$ cat src/rtl/irq_seq_pkg.sv
package irq_seq_pkg;
  typedef enum logic [1:0] {
    SEL_FLAG_CLR = 2'd0,
    SEL_ENABLE   = 2'd1,
    SEL_GLOBAL   = 2'd2,
    SEL_NONE     = 2'd3
  } wsel_e;
endpackage

$ cat src/rtl/irq_flag_bank.sv
module irq_flag_bank #(
  parameter int NSRC = 4
) (
  input  logic            clk,
  input  logic            rst,
  input  logic [NSRC-1:0] evt_i,
  input  logic            clr_wr_i,
  input  logic            en_wr_i,
  input  logic [NSRC-1:0] data_i,
  output logic [NSRC-1:0] flags_o,
  output logic [NSRC-1:0] en_o,
  output logic            pending_o
);
  logic [NSRC-1:0] flag_q;
  logic [NSRC-1:0] en_q;

  for (genvar i = 0; i < NSRC; i++) begin : g_src
    always_ff @(posedge clk) begin
      if (rst) begin
        flag_q[i] <= 1'b0;
        en_q[i]   <= 1'b0;
      end else begin
        // a new event beats a same-cycle clear
        flag_q[i] <= evt_i[i] | (flag_q[i] & ~(clr_wr_i & data_i[i]));
        if (en_wr_i) en_q[i] <= data_i[i];
      end
    end


    evt_set_chk: assert property (@(posedge clk) disable iff (rst)
      evt_i[i] |=> flag_q[i]);

    clr_done_chk: assert property (@(posedge clk) disable iff (rst)
      (clr_wr_i && data_i[i] && !evt_i[i]) |=> !flag_q[i]);
  end

  assign flags_o   = flag_q;
  assign en_o      = en_q;
  assign pending_o = |(flag_q & en_q);
endmodule

$ cat src/rtl/irq_ret_stack.sv
module irq_ret_stack #(
  parameter int DEPTH = 8,
  parameter int DW    = 16
) (
  input  logic          clk,
  input  logic          rst,
  input  logic          push_i,
  input  logic          pop_i,
  input  logic [DW-1:0] din_i,
  output logic [DW-1:0] top_o,
  output logic          empty_o,
  output logic          ovf_o,
  output logic          unf_o
);
  localparam int AW = (DEPTH > 1) ? $clog2(DEPTH) : 1;
  localparam int CW = $clog2(DEPTH + 1);

  logic [DW-1:0] mem [DEPTH];
  logic [CW-1:0] cnt_q;
  logic          full;
  logic          empty;
  logic [AW-1:0] wr_idx;
  logic [AW-1:0] top_idx;
  logic          ovf_q;
  logic          unf_q;

  assign full    = (cnt_q == CW'(DEPTH));
  assign empty   = (cnt_q == '0);
  assign wr_idx  = AW'(cnt_q);
  assign top_idx = AW'(cnt_q - 1'b1);

  always_ff @(posedge clk) begin
    if (push_i && !full) mem[wr_idx] <= din_i;
  end

  always_ff @(posedge clk) begin
    if (rst) begin
      cnt_q <= '0;
      ovf_q <= 1'b0;
      unf_q <= 1'b0;
    end else begin
      if (push_i) begin
        if (full) ovf_q <= 1'b1;
        else      cnt_q <= cnt_q + 1'b1;
      end else if (pop_i) begin
        if (empty) unf_q <= 1'b1;
        else       cnt_q <= cnt_q - 1'b1;
      end
    end
  end

  assign top_o   = mem[top_idx];
  assign empty_o = empty;
  assign ovf_o   = ovf_q;
  assign unf_o   = unf_q;


  depth_bound_chk: assert property (@(posedge clk) disable iff (rst)
    cnt_q <= CW'(DEPTH));

  ovf_sticky_chk: assert property (@(posedge clk) disable iff (rst)
    ovf_q |=> ovf_q);

  unf_sticky_chk: assert property (@(posedge clk) disable iff (rst)
    unf_q |=> unf_q);

  no_dual_op_chk: assert property (@(posedge clk) disable iff (rst)
    !(push_i && pop_i));
endmodule

$ cat src/rtl/irq_seq_top.sv
module irq_seq_top #(
  parameter int              NSRC   = 4,
  parameter int              PC_W   = 16,
  parameter int              DEPTH  = 8,
  parameter logic [PC_W-1:0] VECTOR = 16'h0004
) (
  input  logic            clk,
  input  logic            rst,
  input  logic [NSRC-1:0] evt_i,
  input  logic            boundary_i,
  input  logic [PC_W-1:0] next_pc_i,
  input  logic            reti_i,
  input  logic            wr_en_i,
  input  logic [1:0]      wr_sel_i,
  input  logic [NSRC-1:0] wr_data_i,
  output logic [PC_W-1:0] pc_o,
  output logic [NSRC-1:0] flags_o,
  output logic [NSRC-1:0] en_o,
  output logic            gie_o,
  output logic            taken_o,
  output logic            ovf_o,
  output logic            unf_o
);
  import irq_seq_pkg::*;

  wsel_e           sel;
  logic            clr_wr;
  logic            en_wr;
  logic            gie_wr;
  logic            pending;
  logic            take;
  logic [PC_W-1:0] stack_top;
  logic            stack_empty;
  logic [PC_W-1:0] pc_q;
  logic            gie_q;
  logic            taken_q;

  assign sel    = wsel_e'(wr_sel_i);
  assign clr_wr = wr_en_i && (sel == SEL_FLAG_CLR);
  assign en_wr  = wr_en_i && (sel == SEL_ENABLE);
  assign gie_wr = wr_en_i && (sel == SEL_GLOBAL);

  irq_flag_bank #(.NSRC(NSRC)) u_flags (
    .clk       (clk),
    .rst       (rst),
    .evt_i     (evt_i),
    .clr_wr_i  (clr_wr),
    .en_wr_i   (en_wr),
    .data_i    (wr_data_i),
    .flags_o   (flags_o),
    .en_o      (en_o),
    .pending_o (pending)
  );

  // return strobe has precedence over the boundary
  assign take = boundary_i && !reti_i && gie_q && pending;

  irq_ret_stack #(.DEPTH(DEPTH), .DW(PC_W)) u_stack (
    .clk     (clk),
    .rst     (rst),
    .push_i  (take),
    .pop_i   (reti_i),
    .din_i   (next_pc_i),
    .top_o   (stack_top),
    .empty_o (stack_empty),
    .ovf_o   (ovf_o),
    .unf_o   (unf_o)
  );

  always_ff @(posedge clk) begin
    if (rst) begin
      pc_q    <= '0;
      gie_q   <= 1'b0;
      taken_q <= 1'b0;
    end else begin
      taken_q <= take;
      if (reti_i) begin
        if (!stack_empty) pc_q <= stack_top;
        gie_q <= 1'b1;
      end else if (take) begin
        pc_q  <= VECTOR;
        gie_q <= 1'b0;
      end else begin
        if (boundary_i) pc_q <= next_pc_i;
        if (gie_wr)     gie_q <= wr_data_i[0];
      end
    end
  end

  assign pc_o    = pc_q;
  assign gie_o   = gie_q;
  assign taken_o = taken_q;


  entry_taken_chk: assert property (@(posedge clk) disable iff (rst)
    (boundary_i && !reti_i && gie_o && |(flags_o & en_o)) |=> taken_o);

  no_spurious_chk: assert property (@(posedge clk) disable iff (rst)
    (!boundary_i || reti_i || !gie_o) |=> !taken_o);

  entry_state_chk: assert property (@(posedge clk) disable iff (rst)
    taken_o |-> (pc_o == VECTOR) && !gie_o);

  reti_gie_chk: assert property (@(posedge clk) disable iff (rst)
    reti_i |=> gie_o);
endmodule

$ cat config.mk
export PLATFORM = sky130hd
export DESIGN_NAME = irq_seq_top
export DESIGN_NICKNAME = d
export VERILOG_FILES = /design/src/rtl/irq_seq_pkg.sv /design/src/rtl/irq_flag_bank.sv /design/src/rtl/irq_ret_stack.sv /design/src/rtl/irq_seq_top.sv
export SDC_FILE = /design/constraint.sdc
export NUM_CORES = 1
export LEC_CHECK = 0
export BUFFER_PORTS_ARGS = -buffer_cell sky130_fd_sc_hd__buf_2
export CAP_MARGIN = 20
export CORE_ASPECT_RATIO = 1.4
export CORE_MARGIN = 4
export CORE_UTILIZATION = 45
export DETAILED_ROUTE_END_ITERATION = 16
export HOLD_SLACK_MARGIN = 0.15
export SLEW_MARGIN = 25
export SYNTH_ARGS = -nofsm -noshare
export SYNTH_HDL_FRONTEND = slang
export SYNTH_SLANG_ARGS = --single-unit
$ cat constraint.sdc
create_clock -name clk -period 4.65 [get_ports clk]
set_input_delay 0.6975 -clock clk [delete_from_list [all_inputs] [get_ports clk]]
set_output_delay 0.6975 -clock clk [all_outputs]
set_load 0.03 [all_outputs]
Word level (Yosys, flattened, before mapping)
Memories as Yosys holds them, arrays and structs flattened.
Cells that the tools add are included.
{"block": "op_classes", "addsub": 2, "n_eq_ne": 6, "mux": 13, "bitwise": 18, "reduce_logical": 19}
{"operator": "16-bit two-way mux", "count": 4}
{"operator": "4-bit two-way mux", "count": 4}
{"operator": "1-bit AND", "count": 8}
{"operator": "1-bit logical AND", "count": 7}
{"operator": "3-bit AND reduction", "count": 2}
{"operator": "3-bit nonzero test", "count": 2}
{"operator": "1-bit two-way mux", "count": 5}
{"operator": "1-bit inverter", "count": 5}
{"operator": "4-bit by 1-bit adder with 4-bit output, second input constant", "count": 1}
{"operator": "4-bit AND", "count": 1}
{"operator": "4-bit equality test, second input constant", "count": 1}
{"operator": "4-bit logical NOT", "count": 1}
{"operator": "2-bit != test, second input constant", "count": 2}
{"operator": "1-bit OR", "count": 4}
{"operator": "2-bit AND reduction", "count": 2}
{"operator": "4-bit OR reduction", "count": 1}
{"operator": "4-bit by 1-bit subtractor with 4-bit output, second input constant", "count": 1}
{"operator": "2-bit by 1-bit equality test with 1-bit output, second input constant", "count": 1}
{"operator": "2-bit equality test, second input constant", "count": 1}
{"operator": "1-bit logical NOT", "count": 2}
{"operator": "2-bit logical NOT", "count": 1}
{"operator": "2-bit by 1-bit != test with 1-bit output, second input constant", "count": 1}
{"operator": "2-bit nonzero test", "count": 1}
{"block": "word_totals", "ff_bits": 32, "mem_bits_rw": 128, "input_bits": 31, "output_inout_bits": 28, "elab_cells": 73, "memories": 1}
{"memory": "u_stack.mem", "words": 8, "word_bits": 16, "read_ports": 1, "rd_ports_with_merged_regs": 0, "write_ports": 1, "line": "irq_ret_stack.sv:18", "rtl": "logic [DW-1:0] mem [DEPTH];"}

Logic depth before layout (Yosys ltp)
Gate-level depths: netlist of run 1.
{"block": "depth", "ltp_word": 7, "ltp_mapped": 9, "depth_no_buf": 7}

Cells and area by module
A second synthesis of run 1 with hierarchy kept.
{"block": "hier_totals", "hier_cells": 361, "area_unflattened_um2": 6520.0}
{"module": "irq_ret_stack", "instances": 1, "cells_each": 238, "area_each_um2": 5237.5, "seq_area_each_um2": 3963.8}
{"module": "irq_seq_top", "instances": 1, "cells_each": 90, "area_each_um2": 967.2, "seq_area_each_um2": 360.3}
{"module": "irq_flag_bank", "instances": 1, "cells_each": 33, "area_each_um2": 315.3, "seq_area_each_um2": 160.2}

Worst setup path after synthesis of run 1
OpenSTA, ideal clock, no wires.
{"block": "synth_timing", "kind": "input-to-reg", "from": "in reti_i", "to": "mem u_stack.mem[0][0] (enable)", "setup_ps": 430, "arrival_ps": 2699, "t_required_ps": 4220, "path_slack_ps": 1521, "stages": 3, "n_path_buf": 0, "cell_sequence": "and3b_1 o21ai_1 nor4_1"}
{"block": "synth_between", "elab_chain_cells": 7}
{"element": "start, declared", "line": "irq_seq_top.sv:12", "rtl": "input logic reti_i,"}
{"element": "1-bit logical NOT", "line": "irq_seq_top.sv:56", "rtl": "assign take = boundary_i && !reti_i && gie_q && pending;"}
{"element": "1-bit logical AND (3 in a row)", "line": "irq_seq_top.sv:56"}
{"element": "1-bit logical AND", "line": "irq_ret_stack.sv:33", "rtl": "if (push_i && !full) mem[wr_idx] <= din_i;"}
{"element": "1-bit two-way mux", "line": "irq_ret_stack.sv:33"}
{"element": "1-bit two-way mux (not written as such)", "line": "irq_ret_stack.sv:33"}
{"element": "end, declared", "line": "irq_ret_stack.sv:18"}
No other way between the ends.

Final worst setup path of run 1
{"block": "layout_timing", "from": "reg u_stack.cnt_q[1]", "to": "reg pc_q[9], in the netlist pc_o[9]"}
{"block": "layout_between", "elab_chain_cells": 4, "word_cells_on_any_way": 7, "cone_classes": "add/sub (1); eq/ne (1); mux (2); reduce/logical (2); memory (1)"}
{"element": "start, declared", "line": "irq_ret_stack.sv:19", "rtl": "logic [CW-1:0] cnt_q;"}
{"element": "start signal, assigned", "line": "irq_ret_stack.sv:44", "rtl": "else cnt_q <= cnt_q + 1'b1;"}
{"element": "start signal, assigned", "line": "irq_ret_stack.sv:47", "rtl": "else cnt_q <= cnt_q - 1'b1;"}
{"element": "4-bit by 1-bit subtractor with 4-bit output", "line": "irq_ret_stack.sv:30", "rtl": "assign top_idx = AW'(cnt_q - 1'b1);"}
{"element": "memory 8 x 16 bit"}
{"element": "16-bit two-way mux", "line": "irq_seq_top.sv:78", "rtl": "if (!stack_empty) pc_q <= stack_top;"}
{"element": "16-bit two-way mux", "line": "irq_seq_top.sv:77", "rtl": "if (reti_i) begin"}
{"element": "end signal, assigned", "line": "irq_seq_top.sv:78"}
{"element": "end signal, assigned", "line": "irq_seq_top.sv:84", "rtl": "if (boundary_i) pc_q <= next_pc_i;"}
{"element": "end, declared", "line": "irq_seq_top.sv:34", "rtl": "logic [PC_W-1:0] pc_q;"}
Parallel ways exist; a longest one is shown, timed or not. The select of a mux whose other input is x is not followed.
A chain may end at the register's enable or synchronous reset.

==> summary.txt, run 1 <==
Drt
  – Via count: 3405
  – DRC violations left: 0
  – Via/cell ratio: around 5.5
  – Total Wirelength: 12.8 mm
  – Antenna Violating Nets Remaining: 0
  – Drt first pass iters: 4
  – Drt wl/cell: 20.7 microns
  – Initial drt markers: 167

Yosys
  – Synthesized area: 0.00629 sq mm
  – Post-synth EDFFs: 128
  – Synth Flop Type: edfxtp_1
  – Ys async rst share: 0%
  – Synth Warn #: 0
  – Seq cells post-synth: 160
  – Syn Inst Count: 356
  – Mapped Avg Cell Area: 17.7 sq um
  – Post-synth cell types: 33
  – Post-synth net total: between 300 and 400
  – Register area share after synthesis: 71.3%

GRT
  – Initial antenna violation count: 0
  – Largest net degree at the start of global routing: 40
  – First-pass GRT wire length: between 20 and 25 mm
  – Number of global-route vias before repair: approximately 3600
  – Total grt overflow: 0
  – GRT Total Usage: between 10% and 20%

Final layout
  – Nets: 458
  – Share of cells above drive strength 1: ~38%
  – Final core occ: 55.3%
  – Layout area overhead: 18.7%
  – ANT cells: 0

Power and ir drop
  – Cell Pwr Density: 630 mW/mm^2
  – Peak supply drop: 0.000300 V
  – Leak: 2.58 nW
  – NetSw: roughly 1.4 mW
  – Int Pwr: 3.31 mW
  – Combinational share of power: 32.4%
  – Switch share: 29.7%
  – Seq pwr share: 35.9%
  – Clk pwr share: 31.7%

Timing
  – Peak Freq: 362 MHz
  – Fin. max-slew vios: 0
  – Skew final: 0.0104 ns
  – Tmin final: 2.76 ns
  – Setup TNS: 0 ns
  – Unrepaired setup endpoints after global routing: false
  – Worst Tran Pin Value: 0.928 ns
  – Final Worst Setup Slack: 1.89 ns
  – Period utilization: 59.4%
  – # setup viols final: 0
  – Slew margin rel.: between 30% and 40%
  – Final hold vios: 0

CTS
  – Latest clock arrival within the worst-skew pair: a little over 0.4 ns
  – Clk buf depth: 2
  – TritonCTS clock tree: yes
  – H-tree depth: 4
  – PostCTS Resize Cnt: 0
  – Clk sinks: 160
  – Hold buffers post-CTS: 0
  – CTS clock-pin slew for the worst setup and hold paths: approximately 0.06 ns
  – CTS Buf Count: 17
  – Buffer count from post-CTS setup fixing: 0
  – Root Driver: clkbuf_16

Setup path
  – CP arrival: slightly above 3 ns
  – Setup crit start kind: register
  – RR Startpoint: u_stack.cnt_q[1]
  – Beginning of the critical path: u_stack.cnt_q[1]
  – Kind of critical path: register to register
  – Worst path required time: about 4.9 ns
  – Crit end category: register
  – Worst Path Max Fanout: 33

Die
  – Die Y-Extent: 148 microns
  – Row count: 50
  – Core Region: around 0.014 sq mm
  – Initial core utilization: 46.6%
  – I/O pin count: 59
  – Die area: about 0.016 sq mm
  – Die W: 108 microns

Placed design
  – Final RePlAce weighted congestion: 0.715
  – Pre-CTS setup slack: 1.86 ns
  – Buffers on Ports: 58
  – Post-DP HPWL: 7.55 mm

Job
  – Max Cap Viol: 0

Min path
  – Hold Crit Class: register to register
  – Hold_sp: u_stack.ovf_o

Status
  – Status: completed
## power by group through the flow
| stage | clock (mW) | combinational, mW | sequential, mW |
|---|---|---|---|
| 6_report | 1.49 | 1.53 | 1.69 |
| 3_5_place_dp | 0 | 1.55 | 1.72 |
| 3_3_place_gp | 0 | 1.54 | 1.72 |
| 4_1_cts | 1.52 | 1.55 | 1.69 |
| 5_1_grt | 1.58 | 1.67 | 1.70 |
| 2_1_floorplan | 0 | 1.11 | 1.82 |
## registers in the layout, summed over array words and instances (netlist names)
signal,cells
u_stack.mem,128
pc_o,16
u_flags.en_o,4
u_flags.flags_o,4
u_stack.cnt_q,4
gie_o,1
taken_o,1
u_stack.ovf_o,1
u_stack.unf_o,1
## area by class of cell
type / instances / area (sq um)
Fill cell: 1095 / 6040
Sequential cell: 160 / 4490
Multi-Input combinational cell: 173 / 1720
Clock buffer: 20 / 468
Timing Repair Buffer: 70 / 380
Tap cell: 182 / 228
Clock inverter: 12 / 179
Inverter: 2 / 7.51
## metal layers
layer | up-vias | track usage (%) | part of all wire [%] | routed length [microns]
li1 | 1552 | - | - | -
met1 | 1767 | 22.6 | 44 | 5630
met2 | 82 | 28.5 | 51 | 6580
met3 | 4 | 4.24 | 4.1 | 528
met4 | 0 | 4.80 | 0.48 | 61
met5 | - | 0 | 0 | 0
## cells by family (layout without fill, tap and decap cells)
group / count (synthesis) / count (layout) / share of synthesized area (%)
simple gates: 64 / 64 / 4.81
compound gates: 47 / 47 / 5.19
flops: 160 / 160 / 71.3
mux: 56 / 56 / 15.6
fa+ha+maj: 3 / 3 / 0.597
buf+inv: 23 / 104 / 1.95
xor+xnor: 3 / 3 / 0.537
## metrics by stage
step           std cells  hold WS, ns  cell area (sq um)  power (mW)
3_5_place_dp         587        0.463               6820        3.27
4_1_cts              619        0.480               7470        4.76
5_1_grt              619        0.512               7470        4.95
6_report             619        0.479               7470        4.71
3_3_place_gp         587        0.466               6820        3.26
2_1_floorplan        356        0.552               6290        2.93
## worst paths after layout
path	endpoint	slack, ns	depth (start not counted)
max	pc_o[9]	1.89	6
min	u_stack.ovf_o	0.48	2
max reg2reg	pc_o[9]	1.89	6
min reg2reg	u_stack.ovf_o	0.48	2
## critical path, stage by stage, from the launching register on
cell and delay (ns):
dfxtp_1 0.51, inv_1 0.15, ha_2 0.98, mux4_2 0.41, mux2_2 0.27, a22oi_1 0.19, a211oi_1 0.09
## Yosys cell counts, types with 8 or more instances
master / n / area, sq um
mux4_2: 32 / 721
edfxtp_1: 128 / 3840
nand2_1: 8 / 30.0
a22oi_1: 16 / 120
a21oi_1: 9 / 45.0
nor2_1: 36 / 135
a211oi_1: 15 / 113
dfxtp_1: 32 / 641
mux2_2: 19 / 214
clkbuf_1: 10 / 37.5
## layout by cell type (no fill, tap or decap), types with 3 or more instances in the layout
cell type | netlist | routed
a211oi_1 | 15 | 15
mux2i_1 | 5 | 5
nor3_2 | 0 | 4
nand2_1 | 8 | 8
mux4_2 | 32 | 32
clkinvlp_4 | 0 | 3
a22oi_1 | 16 | 16
bufinv_16 | 0 | 4
nor2_1 | 36 | 36
clkbuf_16 | 0 | 18
buf_4 | 4 | 12
o21ai_1 | 3 | 3
nand2b_1 | 3 | 3
edfxtp_1 | 128 | 128
a21oi_1 | 9 | 8
mux2_2 | 19 | 19
buf_2 | 5 | 58
dfxtp_1 | 32 | 31
(Power assumes the default switching activity.)
==> run 2: changes to the inputs <==
Settings changed: PLACE_DENSITY set to 0.66.
Clock period 4.65 ns to 2.4 ns, I/O delays scaled along.
==> run 2 against run 1 <==
  * Worst setup slack worse by 1.6 ns
  * Via count up 3.9%
  * Global-route usage up 0.75 points
  * Flip-flop and latch count unchanged
  * Clock power up 81%
  * Final area up 1.5%
  * Combinational power up 100%
  * Clock-buffer cell count up 2
  * Total power up 93%
  * Maximum frequency up 29%
  * Clock skew about the same
  * Non-clock buffer count up 18
  * Critical endpoint is now pc_o[3]
  * Largest power group unchanged
==> summary.txt, run 2 (synthesis gave the netlist of run 1 again) <==
Timing
  – Fin. max-slew vios: 0 (unchanged)
  – Tmin final: 2.15 ns (-0.613 ns)
  – Slew margin rel.: 61.7% (+24 points)
  – Final hold vios: 0 (unchanged)
  – Skew final: 0.0101 ns (-0.000258 ns)
  – Period utilization: 89.6% (+30 points)
  – # setup viols final: 0 (unchanged)
  – Unrepaired setup endpoints after global routing: false
  – Peak Freq: 465 MHz (+29%)
  – Worst Tran Pin Value: 0.573 ns (-0.354 ns)
  – Hold slack: 0.155 ns (-0.324 ns)

Die
  – Core Region: 0.0135 sq mm (unchanged)
  – Row count: 50 (unchanged)
  – Die Y-Extent: 148 microns (unchanged)
  – Initial core utilization: 46.6% (unchanged)
  – I/O pin count: 59 (unchanged)
  – Die area: 0.0160 sq mm (unchanged)
  – Die W: 108 microns (unchanged)

Drt
  – Drt first pass iters: 4 (unchanged)
  – Antenna Violating Nets Remaining: 0 (unchanged)
  – Initial drt markers: 274 (+64%)
  – DRC violations left: 0 (unchanged)
  – Drt wl/cell: 21.2 microns (+2.7%)
  – Via/cell ratio: 5.56 (+1.0%)
  – Via count: 3539 (+3.9%)
  – Total Wirelength: 13.5 mm (+5.7%)

Setup path
  – Crit end category: register
  – FF-to-FF End: pc_o[3]
  – Beginning of the critical path: u_stack.cnt_q[0]
  – Worst path cell trace: inv_1, ha_1, buf_4, mux4_2, mux2_2, a22oi_1, a211oi_1
  – Setup crit start kind: register
  – Worst Path Max Fanout: 16 (-52%)
  – Kind of critical path: register to register
  – R2R cell count: 7 (+1)
  – Worst path required time: 2.70 ns (-2.21 ns)
  – RR Startpoint: u_stack.cnt_q[0]
  – Reg-to-reg slack, setup: 0.25 ns (-1.64 ns)
  – End of the critical path: pc_o[3]
  – CP arrival: 2.45 ns (-0.58 ns)
  – Worst path slowest cell: dfxtp_2
  – CP peak stage delay: 0.40 ns (-0.58 ns)

Placed design
  – Final RePlAce weighted congestion: 0.753 (+5.3%)
  – Buffers on Ports: 58 (unchanged)
  – Post-DP HPWL: 8.40 mm (+11%)
  – Placed cells: 604 (+2.9%)
  – Placement Cell Area: 0.00699 sq mm (+2.4%)

GRT
  – Number of global-route vias before repair: 3697 (+3.6%)
  – GRT Total Usage: 17.9% (+0.75 points)
  – Total grt overflow: 0 (unchanged)
  – Initial antenna violation count: 0 (unchanged)
  – Largest net degree at the start of global routing: 38 (-5.0%)
  – First-pass GRT wire length: 21.0 mm (+3.9%)

Final layout
  – Final core occ: 56.1% (+0.85 points)
  – Share of cells above drive strength 1: 39.3% (+1.6 points)
  – Largest Register: u_stack.mem
  – Final instance area: 0.00759 sq mm (+1.5%)
  – Largest register FFs: 128 (unchanged)
  – Finished Layout Cells: 637 (+2.9%)
  – Nets: 476 (+3.9%)
  – Layout area overhead: 20.6%
  – Most frequent cells in the layout: 128 x edfxtp_1, 58 x buf_2, 35 x nor2_1
  – Commonest non-fill, non-tap cell in the layout: edfxtp_1
  – ANT cells: 0 (unchanged)

CTS
  – Clk buf depth: 2 (unchanged)
  – H-tree depth: 4 (unchanged)
  – CTS clock-pin slew for the worst setup and hold paths: 0.06 ns (about the same)
  – CTS Buf Count: 17 (unchanged)
  – Root Driver: clkbuf_16
  – Latest clock arrival within the worst-skew pair: 0.42 ns (about the same)
  – Buffer count from post-CTS setup fixing: 0 (unchanged)
  – PostCTS Resize Cnt: 0 (unchanged)
  – TritonCTS clock tree: yes
  – Clk sinks: 160 (unchanged)

Power and ir drop
  – Clk pwr share: 29.7% (-2.0 points)
  – Leak: 2.65 nW (+2.8%)
  – Power, Total: 9.09 mW (+93%)
  – Cell Pwr Density: 1200 mW/mm^2 (+90%)
  – NetSw: 2.76 mW (+97%)
  – Int Pwr: 6.33 mW (+91%)
  – Seq pwr share: 36.1% (+0.2 points)
  – Combinational share of power: 34.2% (+1.8 points)
  – Switch share: 30.3% (+0.60 points)
  – Peak supply drop: 0.000635 V (+110%)

Min path
  – Hold Crit Class: input pin to register

Status
  – Status: completed

Job
  – Max Cap Viol: 0 (unchanged)
-- run 2: per-stage QoR --
step,worst slack (ns),TNS [ns]
3_5_place_dp,0.268,0
5_1_grt,0.118,0
4_1_cts,0.249,0
3_3_place_gp,0.282,0
6_report,0.250,0
2_1_floorplan,-0.0801,-2.83
-- run 2: metal layers --
metal  global-route usage [%]  share of wire [%]  vias to the layer above
met5                        0                  0                        -
met2                     30.1                 53                      135
met3                     4.06                6.0                       13
li1                         -                  -                     1592
met1                     22.7                 40                     1799
met4                     6.63                1.2                        0
-- run 2: worst min-delay path by stage --
stage	start	slack, ns	to	cells after the start
final	evt_i[0]	0.16	u_flags.flags_o[0]	3
after global routing	evt_i[1]	0.15	u_flags.flags_o[1]	3
after CTS	evt_i[1]	0.15	u_flags.flags_o[1]	3
after detailed placement	u_stack.unf_o	0.46	u_stack.unf_o	2
after global placement	u_stack.ovf_o	0.46	u_stack.ovf_o	2
after floorplan	next_pc_i[0]	0.46	u_stack.mem[0][0]	0
-- run 2: power by group through the flow --
stage	sequential [mW]	combinational [mW]	clock, mW
after floorplan	3.53	2.17	0
after global placement	3.33	3.07	0
after detailed placement	3.34	3.12	0
after CTS	3.28	3.16	2.73
after global routing	3.30	3.36	2.87
final	3.28	3.11	2.70
-- run 2: area by class of cell --
type | instances | area (sq um)
clock buffer | 22 | 454
clock inverter | 10 | 136
fill | 1052 | 5930
multi-input combinational | 173 | 1730
inverter | 2 | 7.51
timing repair buffer | 88 | 543
tap | 182 | 228
sequential | 160 | 4490
-- run 2: worst max-delay path: cells and delay by family, from the launching register on --
family / cells / cell delay (ns)
multiplexers: 2 / 0.63
flip-flops: 1 / 0.40
AO/OA/AOI/OAI: 2 / 0.32
buffers and inverters: 2 / 0.37
adder cells (fa/ha/maj): 1 / 0.31
-- run 2: timing repair --
action | in CTS | in global routing
endpoints found under the setup margin | 0 | 0
endpoints found under the hold margin | 1 | 0
hold buffers | 1 | 0
==> run 3: changes to the inputs <==
Settings changed: MAX_ROUTING_LAYER set to met4.
==> run 3 against run 2 <==
  * Clock-buffer cell count stayed put
  * Final cell count stayed put
  * Non-clock buffer count stayed put
  * Critical endpoint is now pc_o[10]
  * Wire length hardly changed
  * Final area stayed put
  * Via count is 0.45% lower
  * Maximum frequency is 0.95% higher
  * Combinational power hardly changed
  * Die area stayed put
  * Clock skew is 0.0040 ns lower
==> summary.txt, run 3 (synthesis gave the netlist of run 1 again) <==
Final layout
  – Commonest non-fill, non-tap cell in the layout: edfxtp_1
  – Largest register FFs: 128 (unchanged)
  – ANT cells: 0 (unchanged)
  – Nets: 476 (unchanged)
  – Final core occ: 56.1% (unchanged)
  – Largest Register: u_stack.mem
  – Share of cells above drive strength 1: 39.3% (unchanged)
  – Fillers: 1052 (unchanged)
  – Most frequent cells in the layout: 128 x edfxtp_1, 58 x buf_2, 35 x nor2_1
  – Layout area overhead: 20.6% (unchanged)

Setup path
  – Crit end category: register
  – Kind of critical path: register to register
  – CP arrival: 2.42 ns (-0.03 ns)
  – Worst path required time: 2.69 ns (about the same)
  – Worst Path Max Fanout: 17 (+1)
  – Setup crit start kind: register
  – R2R cell count: 7 (unchanged)

GRT
  – Largest net degree at the start of global routing: 38 (unchanged)
  – GRT Total Usage: 18.4% (+0.52 points)
  – Number of global-route vias before repair: 3687 (-0.27%)
  – Initial antenna violation count: 0 (unchanged)
  – First-pass GRT wire length: 21.0 mm (about the same)
  – Total grt overflow: 0 (unchanged)

Die
  – Row count: 50 (unchanged)
  – I/O pin count: 59 (unchanged)
  – Initial core utilization: 46.6% (unchanged)
  – Die Y-Extent: 148 microns (unchanged)
  – Die area: 0.0160 sq mm (unchanged)
  – Die W: 108 microns (unchanged)
  – Core Region: 0.0135 sq mm (unchanged)

Timing
  – Unrepaired setup endpoints after global routing: false
  – Final Worst Setup Slack: 0.271 ns (+0.0201 ns)
  – Worst Tran Pin Value: 0.585 ns (+0.0117 ns)
  – Setup TNS: 0 ns (unchanged)
  – Peak Freq: 470 MHz (+0.95%)
  – # setup viols final: 0 (unchanged)
  – Tmin final: 2.13 ns (-0.0201 ns)
  – Final hold vios: 0 (unchanged)
  – Fin. max-slew vios: 0 (unchanged)
  – Hold slack: 0.158 ns (+0.00222 ns)
  – Period utilization: 88.7% (-0.84 points)
  – Skew final: 0.00610 ns (-0.00402 ns)
  – Slew margin rel.: 60.9% (-0.78 points)

Power and ir drop
  – Switch share: 30.3% (-0.041 points)
  – Combinational share of power: 34.2% (about the same)
  – Cell Pwr Density: 1200 mW/mm^2 (about the same)
  – Seq pwr share: 36.1% (about the same)
  – Power, Total: 9.09 mW (about the same)
  – NetSw: 2.75 mW (-0.19%)
  – Leak: 2.65 nW (unchanged)
  – Peak supply drop: 0.000632 V (-0.44%)
  – Int Pwr: 6.33 mW (about the same)
  – Clk pwr share: 29.7% (about the same)

CTS
  – CTS Buf Count: 17 (unchanged)
  – Clk sinks: 160 (unchanged)
  – Clk buf depth: 2 (unchanged)
  – CTS clock-pin slew for the worst setup and hold paths: 0.06 ns (about the same)
  – H-tree depth: 4 (unchanged)
  – PostCTS Resize Cnt: 0 (unchanged)
  – Root Driver: clkbuf_16
  – TritonCTS clock tree: yes
  – Latest clock arrival within the worst-skew pair: 0.42 ns (about the same)

Status
  – Status: completed

Drt
  – Via count: 3523 (-0.45%)
  – Total Wirelength: 13.5 mm (about the same)
  – Drt wl/cell: 21.3 microns (about the same)
  – Initial drt markers: 282 (+2.9%)
  – Via/cell ratio: 5.53 (-0.45%)
  – Antenna Violating Nets Remaining: 0 (unchanged)
  – DRC violations left: 0 (unchanged)
  – Drt first pass iters: 4 (unchanged)

Min path
  – Hold path cells: 3 (unchanged)
  – Hold Crit Class: input pin to register

Placed design
  – Pre-CTS setup slack: 0.268 ns (unchanged)
  – Post-DP HPWL: 8.40 mm (unchanged)
  – Final RePlAce weighted congestion: 0.762 (+1.3%)
  – Buffers on Ports: 58 (unchanged)

Job
  – Max Cap Viol: 0 (unchanged)
==> run 3: cell counts in the layout (fill, tap and decap cells not counted) <==
No cell type changed its count.
==> run 3: final timing paths <==
check | startpoint | endpoint | slack, ns
worst max-delay path | u_stack.cnt_q[0] | pc_o[10] | 0.27
worst min-delay path | evt_i[0] | u_flags.flags_o[0] | 0.16
worst max register to register | u_stack.cnt_q[0] | pc_o[10] | 0.27
worst min register to register | u_stack.unf_o | u_stack.unf_o | 0.47
==> run 3: layout make-up <==
class,instances,area (sq um),share of cell area [%]
clock buffer,22,454,5.99
clock inverter,10,136,1.80
inverter,2,7.51,0.0990
multi-input combinational,173,1730,22.8
sequential,160,4490,59.1
tap,182,228,3.00
timing repair buffer,88,543,7.16
==> run 3: per-layer routing <==
| layer | vias to the layer above | part of all wire [%] | GRT usage (%) |
|---|---|---|---|
| met5 | - | 0 | - |
| li1 | 1594 | - | - |
| met1 | 1811 | 42 | 22.8 |
| met4 | 0 | 1.1 | 6.06 |
| met2 | 102 | 52 | 30.0 |
| met3 | 16 | 4.6 | 4.33 |
==> run 3: per-stage QoR <==
step | area [sq um] | std cells
global placement | 6990 | 604
finish | 7590 | 637
detailed placement | 6990 | 604
global route | 7590 | 637
floorplan | 6320 | 356
CTS | 7590 | 637
==> run 3: timing repair <==
action,in CTS,in global routing
setup buffers,0,0
hold buffers,1,0
endpoints found under the hold margin,1,0
endpoints found under the setup margin,0,0
==> run 3: power by group through the flow <==
stage	Combinational (mW)	Clock, mW	Sequential, mW
5_1_grt	3.36	2.87	3.30
6_report	3.11	2.70	3.28
3_3_place_gp	3.07	0	3.33
4_1_cts	3.16	2.73	3.28
2_1_floorplan	2.17	0	3.53
3_5_place_dp	3.12	0	3.34
==> run 3: worst max-delay path, stage by stage, from the launching register on <==
cell and delay, ns:
dfxtp_2 0.40, inv_1 0.11, ha_1 0.31, buf_4 0.28, mux4_2 0.35, mux2_2 0.28, a22oi_1 0.16, a211oi_1 0.10
